**src/rtl/pktMmuPkg.sv**
```systemverilog
package pktMmuPkg;
  localparam logic [15:0] CMD_ALLOC = 16'h0020;
  localparam logic [15:0] CMD_UNIT_RESET = 16'h0040;
  localparam logic [15:0] CMD_RX_POP = 16'h0060;
  localparam int INT_ALLOC_BIT = 3;
  localparam logic [7:0] RESULT_FAIL = 8'h80;

  typedef struct packed {
    logic allocReq;
    logic unitReset;
    logic rxPop;
    logic intClear;
  } mmuStrobe_t;
endpackage

```
**src/rtl/pktNumFifo.sv**
```systemverilog
module pktNumFifo #(
  parameter int DEPTH = 4,
  parameter int WIDTH = 2
) (
  input  logic             clk,
  input  logic             rstN,
  input  logic             flush,
  input  logic             push,
  input  logic [WIDTH-1:0] pushData,
  input  logic             pop,
  output logic [WIDTH-1:0] head,
  output logic             empty,
  output logic             full
);
  localparam int AW = (DEPTH > 1) ? $clog2(DEPTH) : 1;
  localparam int CW = AW + 1;

  logic [WIDTH-1:0] store [DEPTH];
  logic [AW-1:0] rdPtr, wrPtr;
  logic [CW-1:0] count;
  logic doPop, doPush;

  assign empty = (count == '0);
  assign full = (count == CW'(DEPTH));
  assign doPop = pop && !empty;
  assign doPush = push && (!full || doPop);
  assign head = empty ? '0 : store[rdPtr];

  always_ff @(posedge clk or negedge rstN) begin
    if (!rstN) begin
      rdPtr <= '0;
      wrPtr <= '0;
      count <= '0;
    end else if (flush) begin
      rdPtr <= '0;
      wrPtr <= '0;
      count <= '0;
    end else begin
      if (doPop) begin
        rdPtr <= (rdPtr == AW'(DEPTH - 1)) ? '0 : rdPtr + 1'b1;
      end
      if (doPush) begin
        wrPtr <= (wrPtr == AW'(DEPTH - 1)) ? '0 : wrPtr + 1'b1;
      end
      if (doPush && !doPop) begin
        count <= count + 1'b1;
      end else if (doPop && !doPush) begin
        count <= count - 1'b1;
      end
    end
  end

  always_ff @(posedge clk) begin
    if (doPush && !flush) begin
      store[wrPtr] <= pushData;
    end
  end
endmodule

```
**src/rtl/pktMmuCtrl.sv**
```systemverilog
module pktMmuCtrl
  import pktMmuPkg::*;
(
  input  logic       cmdWrEn,
  input  logic [15:0] cmdCode,
  input  logic       intAckWrEn,
  input  logic [7:0] intAckData,
  output mmuStrobe_t strobe
);
  always_comb begin
    strobe = '0;
    if (cmdWrEn) begin
      unique case (cmdCode)
        CMD_ALLOC:      strobe.allocReq = 1'b1;
        CMD_UNIT_RESET: strobe.unitReset = 1'b1;
        CMD_RX_POP:     strobe.rxPop = 1'b1;
        default:        ;
      endcase
    end
    strobe.intClear = intAckWrEn && intAckData[INT_ALLOC_BIT];
  end
endmodule

```
**src/rtl/pktMmuData.sv**
```systemverilog
module pktMmuData
  import pktMmuPkg::*;
#(
  parameter int NUM_PAGES = 4,
  parameter int FIFO_DEPTH = 4,
  parameter int PNW = 2
) (
  input  logic           clk,
  input  logic           rstN,
  input  mmuStrobe_t     strobe,
  input  logic           rxPushValid,
  input  logic [PNW-1:0] rxPushPkt,
  input  logic           txcPushValid,
  input  logic [PNW-1:0] txcPushPkt,
  output logic [7:0]     allocResult,
  output logic [7:0]     intStatus,
  output logic [15:0]    memInfo,
  output logic [15:0]    fifoPorts
);
  localparam logic [7:0] TOTAL_BYTE = 8'(NUM_PAGES);

  logic [NUM_PAGES-1:0] inUse;
  logic [PNW-1:0] pick;
  logic anyFree;
  logic [7:0] freeCount;
  logic intFlag;

  always_comb begin
    pick = '0;
    anyFree = 1'b0;
    for (int i = NUM_PAGES - 1; i >= 0; i--) begin
      if (!inUse[i]) begin
        pick = PNW'(i);
        anyFree = 1'b1;
      end
    end
  end

  always_comb begin
    freeCount = '0;
    for (int i = 0; i < NUM_PAGES; i++) begin
      if (!inUse[i]) freeCount = freeCount + 8'd1;
    end
  end

  always_ff @(posedge clk or negedge rstN) begin
    if (!rstN) begin
      inUse <= '0;
      allocResult <= RESULT_FAIL;
      intFlag <= 1'b0;
    end else begin
      if (strobe.unitReset) begin
        inUse <= '0;
      end else if (strobe.allocReq && anyFree) begin
        inUse[pick] <= 1'b1;
      end
      if (strobe.allocReq) begin
        allocResult <= anyFree ? 8'(pick) : RESULT_FAIL;
      end
      if (strobe.allocReq && anyFree) begin
        intFlag <= 1'b1;
      end else if (strobe.intClear) begin
        intFlag <= 1'b0;
      end
    end
  end

  logic [PNW-1:0] rxHead, txcHead;
  logic rxEmpty, txcEmpty, rxFull, txcFull;

  pktNumFifo #(.DEPTH(FIFO_DEPTH), .WIDTH(PNW)) rxQ_i (
    .clk(clk), .rstN(rstN), .flush(strobe.unitReset),
    .push(rxPushValid), .pushData(rxPushPkt), .pop(strobe.rxPop),
    .head(rxHead), .empty(rxEmpty), .full(rxFull)
  );

  pktNumFifo #(.DEPTH(FIFO_DEPTH), .WIDTH(PNW)) txcQ_i (
    .clk(clk), .rstN(rstN), .flush(strobe.unitReset),
    .push(txcPushValid), .pushData(txcPushPkt), .pop(1'b0),
    .head(txcHead), .empty(txcEmpty), .full(txcFull)
  );

  logic unusedFull;
  assign unusedFull = rxFull ^ txcFull;

  assign intStatus = 8'(intFlag) << INT_ALLOC_BIT;
  assign memInfo = {freeCount, TOTAL_BYTE};
  assign fifoPorts = {rxEmpty, 7'(rxHead), txcEmpty, 7'(txcHead)};
endmodule

```
**src/rtl/pktPageMmu.sv**
```systemverilog
module pktPageMmu
  import pktMmuPkg::*;
#(
  parameter int NUM_PAGES = 4,
  parameter int FIFO_DEPTH = 4,
  localparam int PNW = (NUM_PAGES > 1) ? $clog2(NUM_PAGES) : 1
) (
  input  logic           clk,
  input  logic           rstN,
  input  logic           cmdWrEn,
  input  logic [15:0]    cmdCode,
  input  logic           intAckWrEn,
  input  logic [7:0]     intAckData,
  input  logic           rxPushValid,
  input  logic [PNW-1:0] rxPushPkt,
  input  logic           txcPushValid,
  input  logic [PNW-1:0] txcPushPkt,
  output logic [7:0]     allocResult,
  output logic [7:0]     intStatus,
  output logic [15:0]    memInfo,
  output logic [15:0]    fifoPorts
);
  mmuStrobe_t strobe;

  pktMmuCtrl ctrl_i (
    .cmdWrEn(cmdWrEn), .cmdCode(cmdCode),
    .intAckWrEn(intAckWrEn), .intAckData(intAckData),
    .strobe(strobe)
  );

  pktMmuData #(.NUM_PAGES(NUM_PAGES), .FIFO_DEPTH(FIFO_DEPTH), .PNW(PNW)) data_i (
    .clk(clk), .rstN(rstN), .strobe(strobe),
    .rxPushValid(rxPushValid), .rxPushPkt(rxPushPkt),
    .txcPushValid(txcPushValid), .txcPushPkt(txcPushPkt),
    .allocResult(allocResult), .intStatus(intStatus),
    .memInfo(memInfo), .fifoPorts(fifoPorts)
  );
endmodule

```
**config.mk**
```make
export PLATFORM = sky130hd
export DESIGN_NAME = pktPageMmu
export DESIGN_NICKNAME = d
export VERILOG_FILES = /design/src/rtl/pktMmuPkg.sv /design/src/rtl/pktNumFifo.sv /design/src/rtl/pktMmuCtrl.sv /design/src/rtl/pktMmuData.sv /design/src/rtl/pktPageMmu.sv
export SDC_FILE = /design/constraint.sdc
export NUM_CORES = 1
export LEC_CHECK = 0
export ABC_AREA = 1
export BUFFER_PORTS_ARGS = -buffer_cell sky130_fd_sc_hd__buf_2
export CAP_MARGIN = 20
export CORE_UTILIZATION = 53
export DETAILED_ROUTE_END_ITERATION = 6
export PLACE_DENSITY = 0.86
export SYNTH_ARGS = -nofsm -noshare
export SYNTH_HDL_FRONTEND = slang
export SYNTH_SLANG_ARGS = --single-unit
```
**constraint.sdc**
```tcl
create_clock -name clk -period 3 [get_ports clk]
set_input_delay 0.3 -clock clk [delete_from_list [all_inputs] [get_ports clk]]
set_output_delay 0.3 -clock clk [all_outputs]
set_load 0.02 [all_outputs]
```
After elaboration in Yosys (flattened, before gate mapping)

Memory sizes are Yosys's and may differ from the RTL's.
Index checks and enable logic that the tools add are counted.

Add/subtract/negate cells: 9
Order comparisons: 2
Equal/unequal tests: 8
Multiplexer cells: 43
Bitwise gates (word level): 1
Reduce and logical (&&, ||, !) cells: 25

Operators with widths:

| operator                                                                     | count |
|---|---|
| 16-bit by 7-bit == test with 1-bit output, second input constant             | 2 |
| 8-bit two-way mux                                                            | 4 |
| 2-bit two-way mux                                                            | 15 |
| 3-bit two-way mux                                                            | 6 |
| 8-bit by 1-bit adder with 8-bit output, second input constant                | 2 |
| 16-bit by 6-bit == test with 1-bit output, second input constant             | 1 |
| 1-bit two-way mux                                                            | 15 |
| 1-bit logical AND                                                            | 10 |
| 2-bit nonzero test                                                           | 5 |
| 4-bit two-way mux                                                            | 2 |
| 2-bit by 1-bit adder with 2-bit output, second input constant                | 3 |
| 3-bit by 1-bit adder with 3-bit output, second input constant                | 2 |
| 2-bit == test, second input constant                                         | 3 |
| 3-bit == test, second input constant                                         | 2 |
| 1-bit logical NOT                                                            | 6 |
| 3-bit logical NOT                                                            | 2 |
| 4-bit bitwise OR                                                             | 1 |
| 2-bit by 3-bit less-than comparator with 1-bit output, second input constant | 1 |
| 3-bit nonzero test                                                           | 1 |
| 3-bit by 1-bit subtractor with 3-bit output, second input constant           | 1 |
| 1-bit by 1-bit adder with 2-bit output, second input constant                | 1 |
| 1-bit demux with 2-bit select                                                | 1 |
| 2-bit by 1-bit >= comparator with 1-bit output, second input constant        | 1 |
| 1-bit logical OR                                                             | 1 |

Flip-flop bits (word level): 25
Memory bits (writable): 16
Output and inout bits: 48
Logic and storage cells: 98
Memories kept: 2

Memories:

| memory              | words | width | read ports | clocked after Yosys merged registers in | wr ports | RTL line         | text |
|---|---|---|---|---|---|---|---|
| data_i.rxQ_i.store  | 4     | 2     | 1          | 0                                       | 1        | pktNumFifo.sv:18 | `logic [WIDTH-1:0] store [DEPTH];` |
| data_i.txcQ_i.store | 4     | 2     | 1          | 0                                       | 1        | pktNumFifo.sv:18 |  |

Longest topological paths before layout

Depth in word-level cells: 11
Mapped depth: 15
Mapped depth without buffers: 15

By module

From an unflattened synthesis, not the netlist that was laid out.

Cell total of the unflattened synthesis: 304
Area total of the unflattened synthesis: 2,539.9 um2

By module, submodules not included:

| module                     | times used | cells each | area each (um2) | seq. area each (um2) |
|---|---|---|---|---|
| pktNumFifo (data_i.rxQ_i)  | 1          | 92         | 857.1           | 415.4 |
| pktNumFifo (data_i.txcQ_i) | 1          | 89         | 840.8           | 415.4 |
| pktMmuData                 | 1          | 96         | 730.7           | 201.4 |
| pktMmuCtrl                 | 1          | 27         | 111.4           | 0.0 |

Worst setup path before layout

OpenSTA, ideal clock, no wires.

Path kind: input to register
Start: in cmdCode[15]
End: reg data_i.rxQ_i.count[2]
Library setup time: 0.117 ns
Arrival: 1.783 ns
Data required time: 2.883 ns
Setup slack: 1.100 ns
Stages: 13
Buffers on the path: 0
Cells stage by stage: nor2_1 -> nand2_2 -> nor2_8 -> nand3_4 -> nand3_4 -> inv_1 -> fa_1 -> xor2_1 -> nand4_1 -> nand2_1 -> inv_1 -> nand2_1 -> nand2_1

Cells in the longest elaborated chain, start to end: 9
Elaborated cells between the ends (all ways): 15
Classes of those cells: 2 x eq/ne; 5 x mux; 8 x reduce/logical

Ends and longest elaborated chain:

| item                                                    | RTL line                           | text |
|---|---|---|
| start, declared                                         | pktPageMmu.sv:11                   | `input logic [15:0] cmdCode,` |
| 16-bit by 7-bit == test with 1-bit output               | pktMmuCtrl.sv:13                   | `unique case (cmdCode)` |
| 1-bit two-way mux                                       | pktMmuCtrl.sv:13                   |  |
| 3-bit two-way mux *                                     | pktMmuCtrl.sv:12                   | `if (cmdWrEn) begin` |
| 1-bit logical AND                                       | pktNumFifo.sv:25                   | `assign doPop = pop && !empty;` |
| 1-bit logical OR                                        | pktNumFifo.sv:26                   | `assign doPush = push && (!full \|\| doPop);` |
| 1-bit logical AND                                       | pktNumFifo.sv:26                   |  |
| 1-bit logical AND or 1-bit logical NOT (tied branches)  | pktNumFifo.sv:45, pktNumFifo.sv:47 |  |
| 3-bit two-way mux or 1-bit logical AND (tied branches)  | pktNumFifo.sv:45, pktNumFifo.sv:47 |  |
| 3-bit two-way mux or 3-bit nonzero test (tied branches) | n/a                                |  |
| end signal, assigned                                    | pktNumFifo.sv:46                   | `count <= count + 1'b1;` |
| end signal, assigned                                    | pktNumFifo.sv:48                   | `count <= count - 1'b1;` |
| end, declared                                           | pktNumFifo.sv:20                   | `logic [CW-1:0] count;` |

Mark *: on every way between the ends. The rest lies on a longest branch, timed or not.
A chain may end at the register's enable or synchronous reset.

Worst setup path in the final report

Start: reg data_i.inUse[0]
End: out memInfo[10]

Cells in the longest elaborated chain, start to end: 7

Ends and longest elaborated chain:

| item                                   | RTL line         | text |
|---|---|---|
| start, declared                        | pktMmuData.sv:22 | `logic [NUM_PAGES-1:0] inUse;` |
| start signal, assigned                 | pktMmuData.sv:48 | `inUse <= '0;` |
| start signal, assigned                 | pktMmuData.sv:53 | `inUse <= '0;` |
| start signal, assigned by index        | pktMmuData.sv:55 | `inUse[pick] <= 1'b1;` |
| 1-bit two-way mux *                    | pktMmuData.sv:42 | `if (!inUse[i]) freeCount = freeCount + 8'd1;` |
| 1-bit by 1-bit adder with 2-bit output | pktMmuData.sv:42 |  |
| 8-bit two-way mux *                    | pktMmuData.sv:42 |  |
| 8-bit by 1-bit adder with 8-bit output | pktMmuData.sv:42 |  |
| 8-bit two-way mux *                    | pktMmuData.sv:42 |  |
| 8-bit by 1-bit adder with 8-bit output | pktMmuData.sv:42 |  |
| 8-bit two-way mux *                    | pktMmuData.sv:42 |  |
| end, declared                          | pktPageMmu.sv:20 | `output logic [15:0] memInfo,` |

Marked as above.

==> flow_summary.toml <==
[run_status]
outcome = "finished, final reports clean"

[cts]
cts_root_buffer = "clkbuf_8"
h-tree-depth = 2
tritoncts = "done"
worstSkewPairLatency_ps = 280
clock_sinks = 30
cts_buffers = 5
clock_path_buffers = 2
ctsResizeCount = 0
cts.clk_slew.worst_paths_ps = 60

[synth]
synth_cells = 247
ys.flop_type = "dfrtp_1"
ys_warn_count = 0
synth_area_um2 = 2130
ys_async_sr_fraction_pct = 66.7
yosys.cell_types.count = 33
yosysSeqAreaShare_pct = 37.7
synth_enable_flop_cells = 10
avgSynthCellArea_um2 = 8.62
synth-seq-cells = 30

[global_routing]
grt_usage_pct = 16.8
grt_pass1_wl_um = 5490
antenna_found_initial = 0
grt-ovfl-total = 0
grt_max_degree = 21
grt_pass1_vias = 1373

[route]
drt_first_iter_violations = 69
viasPerCell = 4.64
wirelength_um = 3110
ant_nets = 0
wl_per_cell_um = 9.24
remaining_drc_errors = 0
drt_first_pass_iters = 4
vias = 1562

[hold_path]
hp-class = "primary input to flip-flop"
min_from = "txcPushPkt[0]"

[sta]
fin_worst_skew_ps = 4.45
setup_viol = 0
maxClockFrequency_mhz = 463
period_share_pct = 72.0
slew_violations = 0
min_period_ps = 2160
tns_ps = 0
rsz0062_at_grt = "no"
hold_viol_final = 0

[floorplan]
die_y_um = 65.4
io_pins = 82
die_area_um2 = 4280
initial_core_util_pct = 56.9
core.rowCount = 22
die_x_um = 65.4
coreArea_um2 = 3740

[worst_setup_path]
path_cells = "inv_1 > ha_1 > xnor2_1 > ha_1 > nand2_1 > xor2_1 > buf_2"
required_ps = 2700
crit_path_max_fanout = 5
reg2reg_from = "data_i.rxQ_i.count[0]"
cpLargestDelayFamily = "adder cells"
critical_path_buf_inv_count = 2
worstRegToRegCells = 14
critPathLaunch = "data_i.inUse[0]"
start_kind = "flip-flop"
slowest_stage = "dfrtp_1"
crit_end = "memInfo[10]"
crit_path_frequent_cell = "ha_1"
r2r_end = "data_i.rxQ_i.count[2]"
path_depth = 7
r2r_setup_slack_ps = 940
endpoint_kind = "output port"
setup.worst_path.class = "flip-flop to output port"
max_stage_delay_ps = 380
critical_path_arrival_ps = 1860

[layout]
drive_gt1_share_pct = 22.8
antenna_cells = 0
nets = 335
area_delta_synth_final_pct = 8.46

[placement]
dp_hpwl_um = 2520
io_buffers = 39
place.gp.congestion = 0.799

[power_and_ir_drop]
leakage_nw = 1.25
power_density_nw_per_um2 = 637
ir_drop_uv = 281
total_power_mw = 1.47

[flow_run]
drv_cap = 0
-- cell families (layout without fill, tap and decap cells) --
group           Yosys count  after routing  share of synthesized area, %
simple gates            101            101                          26.2
buf+inv                  74             83                          20.1
flops                    30             30                          37.7
compound gates           23             23                          6.05
fa+ha+maj                13             13                          7.99
xor+xnor                  4              4                          1.65
other cells               2             35                         0.353
-- report_power, final --
part           total, mW  switching, mW  internal, mW
clock network      0.295          0.141         0.154
logic              0.574          0.367         0.207
registers          0.603         0.0799         0.523
-- cells in the mapped netlist, types with 4 or more instances --
library cell | count | area share [%]
nand2_2 | 4 | 1.2
o21ai_0 | 6 | 1.4
nand3_1 | 11 | 2.6
dfrtp_1 | 19 | 22
ha_1 | 12 | 7.1
inv_1 | 31 | 5.5
nand4_1 | 6 | 1.8
nor2_1 | 31 | 5.5
nand2_1 | 34 | 6.0
o21ai_1 | 4 | 0.94
edfxtp_1 | 10 | 14
buf_4 | 38 | 13
a21oi_1 | 8 | 1.9
-- final cells by class --
cell class / count / area (um2)
fill: 333 / 1430
multi-input combinational: 176 / 1020
sequential: 30 / 802
timing repair buffer: 40 / 205
inverter: 35 / 139
clock buffer: 5 / 68.8
tap: 48 / 60.1
clock inverter: 3 / 11.3
-- registers in the layout (all words and copies together), names as in the netlist --
register and cells:
data_i.rxQ_i.rdPtr 2, data_i.rxQ_i.count 3, data_i.txcQ_i.wrPtr 2, data_i.txcQ_i.count 3
data_i.rxQ_i.wrPtr 2, data_i.rxQ_i.store 8, data_i.intFlag 1, data_i.inUse 4
data_i.allocResult 3, data_i.txcQ_i.store 2
-- metal layers --
metal / wire (um) / track usage, % / share of wire [%]
met1: 1310 / 19.0 / 42
met2: 1520 / 28.4 / 49
met3: 218 / 4.69 / 7.0
met4: 73 / 9.51 / 2.3
met5: 0 / 0 / 0
-- how the worst min path moves through the flow --
stage	to	slack, ps	cells past startpoint
global route	data_i.txcQ_i.store[0][0]	190	1
detailed placement	data_i.txcQ_i.count[2]	270	1
CTS	data_i.txcQ_i.store[0][0]	190	1
global placement	data_i.inUse[3]	270	1
finish	data_i.txcQ_i.store[0][0]	200	1
floorplan	data_i.allocResult[0]	4	0
-- placed cells by master (no fill, tap or decap), types with 2 or more instances in the layout --
cell type	netlist	layout
nor2_1	31	31
buf_2	0	39
nand2_2	4	4
edfxtp_1	10	10
a21oi_1	8	8
nand3_4	3	3
nand2_1	34	34
nor3_1	2	2
inv_4	3	3
clkinv_1	0	3
o21ai_1	4	4
nor2_8	2	2
o31ai_1	2	2
inv_1	31	31
nor2_4	3	3
conb_1	2	35
xor2_1	3	3
dfrtp_1	19	19
nand3_1	11	11
nand4_1	6	6
a211oi_1	2	2
ha_1	12	12
clkbuf_8	0	5
o21ai_0	6	6
-- metrics by stage --
stage | setup WS [ps] | area [um2] | util, % | cells | hold WS, ps
3_5_place_dp | 859 | 2220 | 59.3 | 328 | 275
3_3_place_gp | 899 | 2220 | 59.3 | 328 | 274
4_1_cts | 809 | 2310 | 61.7 | 337 | 188
2_1_floorplan | 1100 | 2250 | - | 280 | 4.41
6_report | 841 | 2310 | 61.7 | 337 | 196
5_1_grt | 692 | 2310 | 61.7 | 337 | 187
-- what timing repair did --
item	CTS	global route
endpoints found under the hold margin	19	0
buffers inserted	0	0
hold buffers	1	0
Power figures use the tool's default switching activity.
